$ cat config.mk
export PLATFORM = sky130hd
export DESIGN_NAME = wdog_window
export DESIGN_NICKNAME = d
export VERILOG_FILES = /design/src/rtl/wdk_pkg.sv /design/src/rtl/wdk_cmd_decode.sv /design/src/rtl/wdk_counter.sv /design/src/rtl/wdk_fsm.sv /design/src/rtl/wdog_window.sv
export SDC_FILE = /design/constraint.sdc
export NUM_CORES = 1
export LEC_CHECK = 0
export BUFFER_PORTS_ARGS = -buffer_cell sky130_fd_sc_hd__buf_2
export CORE_ASPECT_RATIO = 1.4
export CORE_MARGIN = 2
export CORE_UTILIZATION = 37
export CTS_BUF_LIST = sky130_fd_sc_hd__clkbuf_8
export CTS_CLUSTER_DIAMETER = 120
export DETAILED_ROUTE_END_ITERATION = 10
export GPL_TIMING_DRIVEN = 0
export PLACE_DENSITY = 0.67
export SYNTH_ARGS = -nofsm -noshare
export SYNTH_HDL_FRONTEND = slang
export SYNTH_SLANG_ARGS = --single-unit
export TNS_END_PERCENT = 20
$ cat constraint.sdc
create_clock -name clk -period 1.62 [get_ports clk]
set_clock_uncertainty 0.2 [all_clocks]
set_input_delay 0.243 -clock clk [delete_from_list [all_inputs] [get_ports clk]]
set_output_delay 0.243 -clock clk [all_outputs]
set_load 0.05 [all_outputs]
$ cat src/rtl/wdk_pkg.sv
package wdk_pkg;

    localparam int TSEL_W = 2;

    localparam logic [7:0] KEY_CLEAR = 8'h4E;
    localparam logic [7:0] KEY_OFF   = 8'hB1;

    localparam logic [1:0] WIN_OPEN  = 2'b00;
    localparam logic [1:0] WIN_HALF  = 2'b01;
    localparam logic [1:0] WIN_3Q    = 2'b10;

    typedef enum logic [1:0] {
        ST_OFF  = 2'd0,
        ST_RUN  = 2'd1,
        ST_TRIP = 2'd2
    } wd_state_e;

    typedef enum logic [1:0] {
        CMD_NONE  = 2'd0,
        CMD_CLEAR = 2'd1,
        CMD_STOP  = 2'd2
    } wd_cmd_e;

    typedef struct packed {
        logic [TSEL_W-1:0] tsel;
        logic [1:0]        win;
        logic              osel;
        logic              en;
    } wd_ctrl_t;

    localparam int CTRL_W = $bits(wd_ctrl_t);

    localparam wd_ctrl_t CTRL_DEFAULT = '{tsel: '0, win: WIN_OPEN, osel: 1'b1, en: 1'b1};

endpackage

$ cat src/rtl/wdk_cmd_decode.sv
module wdk_cmd_decode
    import wdk_pkg::*;
(
    input  logic       cmd_we,
    input  logic [7:0] cmd_wdata,
    input  logic       running,
    input  logic       en_bit,
    output wd_cmd_e    cmd_kind
);

    always_comb begin
        cmd_kind = CMD_NONE;
        if (cmd_we && running) begin
            if (cmd_wdata == KEY_CLEAR) begin
                cmd_kind = CMD_CLEAR;
            end else if (cmd_wdata == KEY_OFF && !en_bit) begin
                cmd_kind = CMD_STOP;
            end
        end
    end

endmodule

$ cat src/rtl/wdk_counter.sv
module wdk_counter
    import wdk_pkg::*;
#(
    parameter int CNT_W  = 8,
    parameter int N_TICK = 4
) (
    input  logic              clk,
    input  logic              rst_n,
    input  logic [N_TICK-1:0] tick_vec,
    input  logic [TSEL_W-1:0] tsel,
    input  logic [1:0]        win,
    input  logic              run,
    input  logic              zero,
    input  logic              clr,
    output logic [CNT_W-1:0]  cnt,
    output logic              tick_hit,
    output logic              ovf,
    output logic              early
);

    localparam logic [CNT_W-1:0] CNT_MAX   = {CNT_W{1'b1}};
    localparam logic [CNT_W-1:0] THR_HALF  = CNT_W'(1) << (CNT_W - 1);
    localparam logic [CNT_W-1:0] THR_3Q    = THR_HALF + (THR_HALF >> 1);

    logic gate_ok;

    always_comb begin
        tick_hit = 1'b0;
        for (int i = 0; i < N_TICK; i++) begin
            if (tsel == TSEL_W'(i)) begin
                tick_hit = tick_vec[i];
            end
        end
    end

    always_comb begin
        unique case (win)
            WIN_HALF: gate_ok = (cnt >= THR_HALF);
            WIN_3Q:   gate_ok = (cnt >= THR_3Q);
            default:  gate_ok = 1'b1;
        endcase
    end

    assign early = run && clr && !gate_ok;
    assign ovf   = run && tick_hit && (cnt == CNT_MAX) && !clr;

    always_ff @(posedge clk or negedge rst_n) begin
        if (!rst_n) begin
            cnt <= '0;
        end else if (zero) begin
            cnt <= '0;
        end else if (run) begin
            if (clr) begin
                cnt <= '0;
            end else if (tick_hit) begin
                cnt <= cnt + 1'b1;
            end
        end
    end

endmodule

$ cat src/rtl/wdk_fsm.sv
module wdk_fsm
    import wdk_pkg::*;
(
    input  logic       clk,
    input  logic       rst_n,
    input  logic       ctrl_we,
    input  logic [7:0] ctrl_wdata,
    input  wd_cmd_e    cmd_kind,
    input  logic       fault,
    output wd_ctrl_t   ctrl_q,
    output wd_state_e  state,
    output logic       zero,
    output logic       nmi_req,
    output logic       rst_req,
    output logic       wd_on
);

    wd_state_e state_next;
    wd_ctrl_t  ctrl_new;

    assign ctrl_new = wd_ctrl_t'(ctrl_wdata[CTRL_W-1:0]);

    always_comb begin
        state_next = state;
        unique case (state)
            ST_OFF: begin
                if (ctrl_we && ctrl_new.en) begin
                    state_next = ST_RUN;
                end
            end
            ST_RUN: begin
                if (fault && ctrl_q.osel) begin
                    state_next = ST_TRIP;
                end else if (cmd_kind == CMD_STOP) begin
                    state_next = ST_OFF;
                end
            end
            ST_TRIP: state_next = ST_TRIP;
            default: state_next = ST_TRIP;
        endcase
    end

    always_ff @(posedge clk or negedge rst_n) begin
        if (!rst_n) begin
            state  <= ST_RUN;
            ctrl_q <= CTRL_DEFAULT;
        end else begin
            state <= state_next;
            if (ctrl_we && state != ST_TRIP) begin
                ctrl_q <= ctrl_new;
            end
        end
    end

    always_ff @(posedge clk or negedge rst_n) begin
        if (!rst_n) begin
            nmi_req <= 1'b0;
        end else begin
            nmi_req <= (state == ST_RUN) && fault && !ctrl_q.osel;
        end
    end

    assign zero    = (state == ST_OFF) || (state == ST_RUN && state_next == ST_OFF);
    assign rst_req = (state == ST_TRIP);
    assign wd_on   = (state != ST_OFF);

endmodule

$ cat src/rtl/wdog_window.sv
module wdog_window
    import wdk_pkg::*;
#(
    parameter int CNT_W  = 8,
    parameter int N_TICK = 4
) (
    input  logic              clk,
    input  logic              rst_n,
    input  logic [N_TICK-1:0] tick_vec,
    input  logic              ctrl_we,
    input  logic [7:0]        ctrl_wdata,
    input  logic              cmd_we,
    input  logic [7:0]        cmd_wdata,
    output logic              nmi_req,
    output logic              rst_req,
    output logic              wd_on,
    output logic [CNT_W-1:0]  cnt_out
);

    wd_ctrl_t  ctrl_q;
    wd_state_e state;
    wd_cmd_e   cmd_kind;
    logic      running;
    logic      zero;
    logic      tick_hit;
    logic      ovf;
    logic      early;
    logic      fault;
    logic      out_sel;

    assign running = (state == ST_RUN);
    assign fault   = ovf || early;
    assign out_sel = ctrl_q.osel;

    wdk_cmd_decode u_dec (
        .cmd_we    (cmd_we),
        .cmd_wdata (cmd_wdata),
        .running   (running),
        .en_bit    (ctrl_q.en),
        .cmd_kind  (cmd_kind)
    );

    wdk_counter #(
        .CNT_W  (CNT_W),
        .N_TICK (N_TICK)
    ) u_cnt (
        .clk      (clk),
        .rst_n    (rst_n),
        .tick_vec (tick_vec),
        .tsel     (ctrl_q.tsel),
        .win      (ctrl_q.win),
        .run      (running),
        .zero     (zero),
        .clr      (cmd_kind == CMD_CLEAR),
        .cnt      (cnt_out),
        .tick_hit (tick_hit),
        .ovf      (ovf),
        .early    (early)
    );

    wdk_fsm u_fsm (
        .clk        (clk),
        .rst_n      (rst_n),
        .ctrl_we    (ctrl_we),
        .ctrl_wdata (ctrl_wdata),
        .cmd_kind   (cmd_kind),
        .fault      (fault),
        .ctrl_q     (ctrl_q),
        .state      (state),
        .zero       (zero),
        .nmi_req    (nmi_req),
        .rst_req    (rst_req),
        .wd_on      (wd_on)
    );

endmodule

* Yosys cells after proc, flatten, opt, wreduce, memory -nomap -nowiden
Index checks and enable logic that the tools add are counted.
** Cells by class
- $add $sub $neg :: 1
- $lt $le $gt $ge :: 2
- Eq/ne operators :: 13
- Muxes and demuxes :: 16
- Reductions and logical operators :: 26
** Operator list (count)
- $mux 8 :: 4
- $eq 8x8->1 const B :: 2
- $ge 8x8->1 const B :: 2
- $logic_and 1x1->1 :: 13
- $mux 2 :: 6
- $eq 2x2->1 const B :: 5
- $add 8x1->8 const B :: 1
- $eq 2x1->1 const B :: 4
- $eq 8x7->1 const B :: 1
- $logic_not 2->1 :: 3
- $logic_not 1->1 :: 4
- $mux 1 :: 4
- $pmux 2 s2 :: 1
- $reduce_bool 2->1 :: 2
- $reduce_bool 3->1 :: 1
- $logic_or 1x1->1 :: 2
- $ne 2x2->1 const B :: 1
- $pmux 1 s2 :: 1
- $reduce_and 2->1 :: 1
** Storage, ports and cells
- Register bits :: 17
- Input port bits :: 24
- Output and inout port bits :: 11
- Logic and storage cells :: 65

* Longest topological paths before layout
- Depth after elaboration :: 17
- Depth in mapped cells :: 7
- Depth with buffers taken out :: 7

* Hierarchy
Synthesis repeated with hierarchy kept, for this count alone.
** Second synthesis, totals
- Cell total of the unflattened synthesis :: 114
- Area, all modules :: 1137.3 um^2
** By module, submodules not included
- wdk_counter :: times used 1, cells each 76, area an instance 648.1 um^2, sequential area each 200.2 um^2
- wdk_fsm :: times used 1, cells each 27, area an instance 414.1 um^2, sequential area each 229.0 um^2
- wdk_cmd_decode :: times used 1, cells each 8, area an instance 56.3 um^2, sequential area each 0.0 um^2
- wdog_window :: times used 1, cells each 3, area an instance 18.8 um^2, sequential area each 0.0 um^2

* Worst setup path after synthesis
No wires, ideal clock.
- Kind :: flip-flop to flip-flop
- Start :: register u_cnt.cnt[1]
- End :: register u_cnt.cnt[6]
- Setup time :: 0.096 ns
- Arrival :: 1.710 ns
- Data required time :: 1.324 ns
- Setup slack :: -0.386 ns
- Cell stages (with the launch flop) :: 7
- Path buffers :: 0
- Clock period less this slack :: 2.006 ns
- Path through :: dfrtp_1 ha_1 and4b_1 nand4_1 o21ai_2 nand2_1 o31ai_1
** On the way
- Cells in the longest elaborated chain, start to end :: 13
- Elaborated cells on any way between the ends :: 23
- Classes of those cells :: 1 x add/sub; 2 x order compare; 1 x eq/ne; 7 x mux; 12 x reduce/logical
** Ends and longest elaborated chain
- start: declaration :: line wdk_counter.sv:15 : output logic [CNT_W-1:0] cnt,
- start signal: assignment :: line wdk_counter.sv:56 : cnt <= cnt + 1'b1;
- $ge 8x8->1, on equally long branches :: line wdk_counter.sv:39, wdk_counter.sv:38
- $pmux 1 s2 :: line wdk_counter.sv:37 : unique case (win)
- $logic_not 1->1 :: line wdk_counter.sv:44 : assign early = run && clr && !gate_ok;
- $logic_and 1x1->1 :: line wdk_counter.sv:44
- $logic_or 1x1->1 :: line wdog_window.sv:32 : assign fault = ovf || early;
- $logic_and 1x1->1 :: line wdk_fsm.sv:32 : if (fault && ctrl_q.osel) begin
- $mux 2 :: line wdk_fsm.sv:32
- $pmux 2 s2 :: line wdk_fsm.sv:25 : unique case (state)
- $logic_not 2->1 :: line wdk_fsm.sv:63 : assign zero = (state == ST_OFF) || (state == ST_RUN && state_next == ST_OFF);
- $logic_and 1x1->1 :: line wdk_fsm.sv:63
- $logic_or 1x1->1 :: line wdk_fsm.sv:63
- $reduce_bool 3->1 (no line) / $reduce_bool 2->1 (equally long branches)
- $reduce_and 2->1 (no line)
Several ways; a longest one is shown, not always the timed one. The select of a mux whose other input is x is not followed.
A chain may end at the register's enable or synchronous reset.

* Worst setup path after layout
- Start :: register, netlist name u_fsm.ctrl_q[4]
- End :: register u_cnt.cnt[0]
** On the way
- Cells in the longest elaborated chain, start to end :: 17
- Elaborated cells on any way between the ends :: 22
- Classes of those cells :: 3 x eq/ne; 7 x mux; 12 x reduce/logical
** Ends and longest elaborated chain
- $logic_not 2->1 :: line wdk_counter.sv:30 : if (tsel == TSEL_W'(i)) begin
- $mux 1 (3 in a row) :: line wdk_counter.sv:30
- $mux 1 * :: line wdk_counter.sv:30
- $logic_and 1x1->1 (3 in a row) :: line wdk_counter.sv:45 : assign ovf = run && tick_hit && (cnt == CNT_MAX) && !clr;
- $logic_or 1x1->1 :: line wdog_window.sv:32
- $logic_and 1x1->1 :: line wdk_fsm.sv:32
- $mux 2 :: line wdk_fsm.sv:32
- $pmux 2 s2 :: line wdk_fsm.sv:25
- $logic_not 2->1 :: line wdk_fsm.sv:63
- $logic_and 1x1->1 :: line wdk_fsm.sv:63
- $logic_or 1x1->1 :: line wdk_fsm.sv:63
- $reduce_bool 3->1 (no line) / $reduce_bool 2->1 (equally long branches)
- $reduce_and 2->1 (no line)
Every way passes the cells marked *; elsewhere a longest branch is shown, timed or not.

==> results.json <==
{
  "ys_ff_latch": 17,
  "diodes": 0,
  "period_needed_ns": 1.864,
  "crit_end": "u_cnt.cnt[0]$_DFFE_PN0P_",
  "syn-num-nets": 129,
  "io_pins": 35,
  "critical_path_class": "flip-flop to flip-flop",
  "setup_viol": 12,
  "place.port_buffers": 32,
  "dr.pass1.iters": 2,
  "multi_input_area_um2": 623.1,
  "netlist_area_um2": 1033,
  "status": "complete, but fails checks",
  "clockBufferDepth": 2,
  "die_w_um": 48.67,
  "r2r.worst_path.cells": 6,
  "r2r_setup_slack_ns": -0.24,
  "cp.required_ns": 1.59,
  "cp-end-kind": "flip-flop",
  "failed_checks": "negative setup slack",
  "irDropWorstVdd_v": 0.0005930,
  "overflow": 0,
  "synthCells": 101,
  "worstReg2RegStart": "u_fsm.ctrl_q[4]$_DFFE_PN0P_",
  "hp-class": "input pin to flip-flop",
  "fin_ws_ns": -0.2442,
  "critPathLaunch": "u_fsm.ctrl_q[4]$_DFFE_PN0P_",
  "fmax_mhz": 536.4,
  "yosysWarnings": 0,
  "dr_total_vias": 942,
  "antenna_left": 0,
  "clk_pin_slew_ns": 0.07,
  "dieArea_um2": 3238,
  "leakagePower_nw": 0.7341,
  "slowest_stage": "mux4_2",
  "period_share_pct": 115.1,
  "antenna_found_initial": 0,
  "powerDensity_nw_per_um2": 1085,
  "yosysSeqAreaShare_pct": 41.53,
  "nNetsFinal": 178,
  "core_area_um2": 2643,
  "synth_cell_types": 34,
  "post_drt_wl_per_cell_um": 13.30,
  "grt_max_degree": 18,
  "max-slew-margin-rel_pct": 74.21,
  "clk_latency_ns": 0.25,
  "layout-drive-gt1-share_pct": 53.02,
  "cts_root_buf": "clkbuf_8",
  "startpoint_type": "flip-flop",
  "clock_sinks": 17,
  "synth_top_cell_by_area": "dfrtp_1",
  "finalWirelength_um": 2460,
  "cts_tree": "yes",
  "synth-edff-count": 0,
  "crit_arrival_ns": 1.83,
  "cts_buffers": 3,
  "critPathMaxStageDelay_ns": 0.57,
  "tightest_slew_ns": 0.3869,
  "grt_pass1_wl_um": 3939,
  "die_y_um": 66.54,
  "place_congestion": 0.8316,
  "vias_per_cell": 5.092,
  "start_util_pct": 39.11,
  "grt_pass1_vias": 898,
  "ctsHtreeMaxLevel": 1,
  "crit_chain": "mux4_2 -> buf_4 -> buf_6 -> o31ai_4 -> nand2_1 -> o21ai_0",
  "syn_to_final_growth_pct": 41.65,
  "hold_violations": 0,
  "nFillCells": 252,
  "drtIter0Drc": 16,
  "tns_ns": -2.297,
  "yosys-top-cells-area": "dfrtp_1 (34%), dfstp_2 (7.6%), mux2_2 (6.5%)",
  "timing.rr.end": "u_cnt.cnt[0]$_DFFE_PN0P_",
  "grt.total_usage_pct": 16.04,
  "drc": 0,
  "maxCapViolations": 0,
  "syn-mean-instance-area_um2": 10.23,
  "final_util_pct": 55.40,
  "fin_hold_ws_ns": 0.01901,
  "drv_slew": 0,
  "path_max_fanout": 4,
  "hpwlAfterDp_um": 1730,
  "synth_top_area_share_pct": 33.90,
  "rsz0062_at_grt": "yes",
  "final-seq-area_um2": 437.9,
  "ys.flop_type": "dfrtp_1",
  "rows": 22,
  "synthArstFlopShare_pct": 100.0
}
-- layout make-up --
cell class | instances | area share (%)
Timing Repair Buffer | 44 | 18.63
Inverter | 7 | 1.795
Buffer | 1 | 0.9402
Tap cell | 36 | 3.077
Clock inverter | 1 | 0.2564
Multi-Input combinational cell | 76 | 42.56
Clock buffer | 3 | 2.821
Sequential cell | 17 | 29.91
-- what timing repair did --
action,4_1_cts,5_1_grt
pin swaps,5,8
hold buffers,1,0
setup endpoints to repair,18,13
endpoints found under the hold margin,14,0
setup buffers,5,6
gates resized for setup,10,10
-- cells by family (layout without fill, tap and decap cells) --
group,Yosys count,in the layout,synth area share (%)
buffers and inverters,8,56,2.906
and+or+nand+nor,44,44,25.30
DFF,17,17,41.53
muxes,10,10,11.62
adders and majority gates,4,4,4.843
AOI/OAI and AO/OA,18,18,13.80
-- metal layers --
layer	global-route usage, %	routed length, um	vias to the layer above
met2	27.91	1272	21
li1	-	-	458
met3	2.691	81	7
met4	11.43	69	0
met5	0	0	-
met1	17.71	1037	456
-- synthesized netlist by cell type (all sizes together) (3+ instances only) --
cell / instances
a21o: 3
dfrtp: 14
dfstp: 3
ha: 4
inv: 7
mux2: 6
mux2i: 3
nand2: 13
nand3: 7
nor2: 7
o21ai: 8
-- where the power goes --
group	internal, W	switching (W)
clock	0.000168	0.000145
sequential	0.000504	0.0000862
combinational	0.000287	0.000397
-- worst max-delay path, delay by kind of cell, from the launching register on --
kind	cells	cell delay [ns]
compound gates	2	0.26
simple gates	1	0.09
buf+inv	2	0.28
flops	1	0.37
mux	1	0.57
-- flip-flops by register name, summed over array words and instances, names as in the netlist --
register	count
u_cnt.cnt	8
u_fsm.ctrl_q	6
u_fsm.state	2
u_fsm.nmi_req	1
-- layout by cell type (no fill, tap or decap), types with 3 or more instances in the layout --
cell	instances
dfrtp_1	7
clkbuf_8	4
mux2i_1	3
nor2_1	7
nand3_1	5
buf_6	4
inv_1	8
nand2_1	13
buf_2	30
a21o_1	3
o21ai_0	4
ha_1	4
buf_4	9
mux2_2	6
dfrtp_2	7
dfstp_2	3
-- how the worst min path moves through the flow --
stage                  start                          end  slack, ns  cells past startpoint
2_1_floorplan          rst_n     u_cnt.cnt[0]$_DFFE_PN0P_      -0.25                      0
6_report       ctrl_wdata[2]  u_fsm.ctrl_q[2]$_DFFE_PN0P_       0.02                      2
4_1_cts        ctrl_wdata[5]  u_fsm.ctrl_q[5]$_DFFE_PN0P_       0.02                      2
3_3_place_gp           rst_n      u_fsm.nmi_req$_DFF_PN0_      -0.01                      1
3_5_place_dp           rst_n      u_fsm.nmi_req$_DFF_PN0_      -0.01                      1
5_1_grt        ctrl_wdata[2]  u_fsm.ctrl_q[2]$_DFFE_PN0P_       0.02                      2
-- stage by stage --
step                      instance area, um^2  total power (W)  worst slack [ns]  std cells
final                                    1464         0.001588           -0.2442        185
after global routing                     1464         0.001685           -0.3455        185
after CTS                                1373         0.001473           -0.2125        179
after detailed placement                 1247         0.001110           -0.4798        169
after global placement                   1247         0.001094           -0.4411        169
after floorplan                          1042        0.0009632           -0.2250        101
No activity file was read; power rests on OpenSTA's default activity.
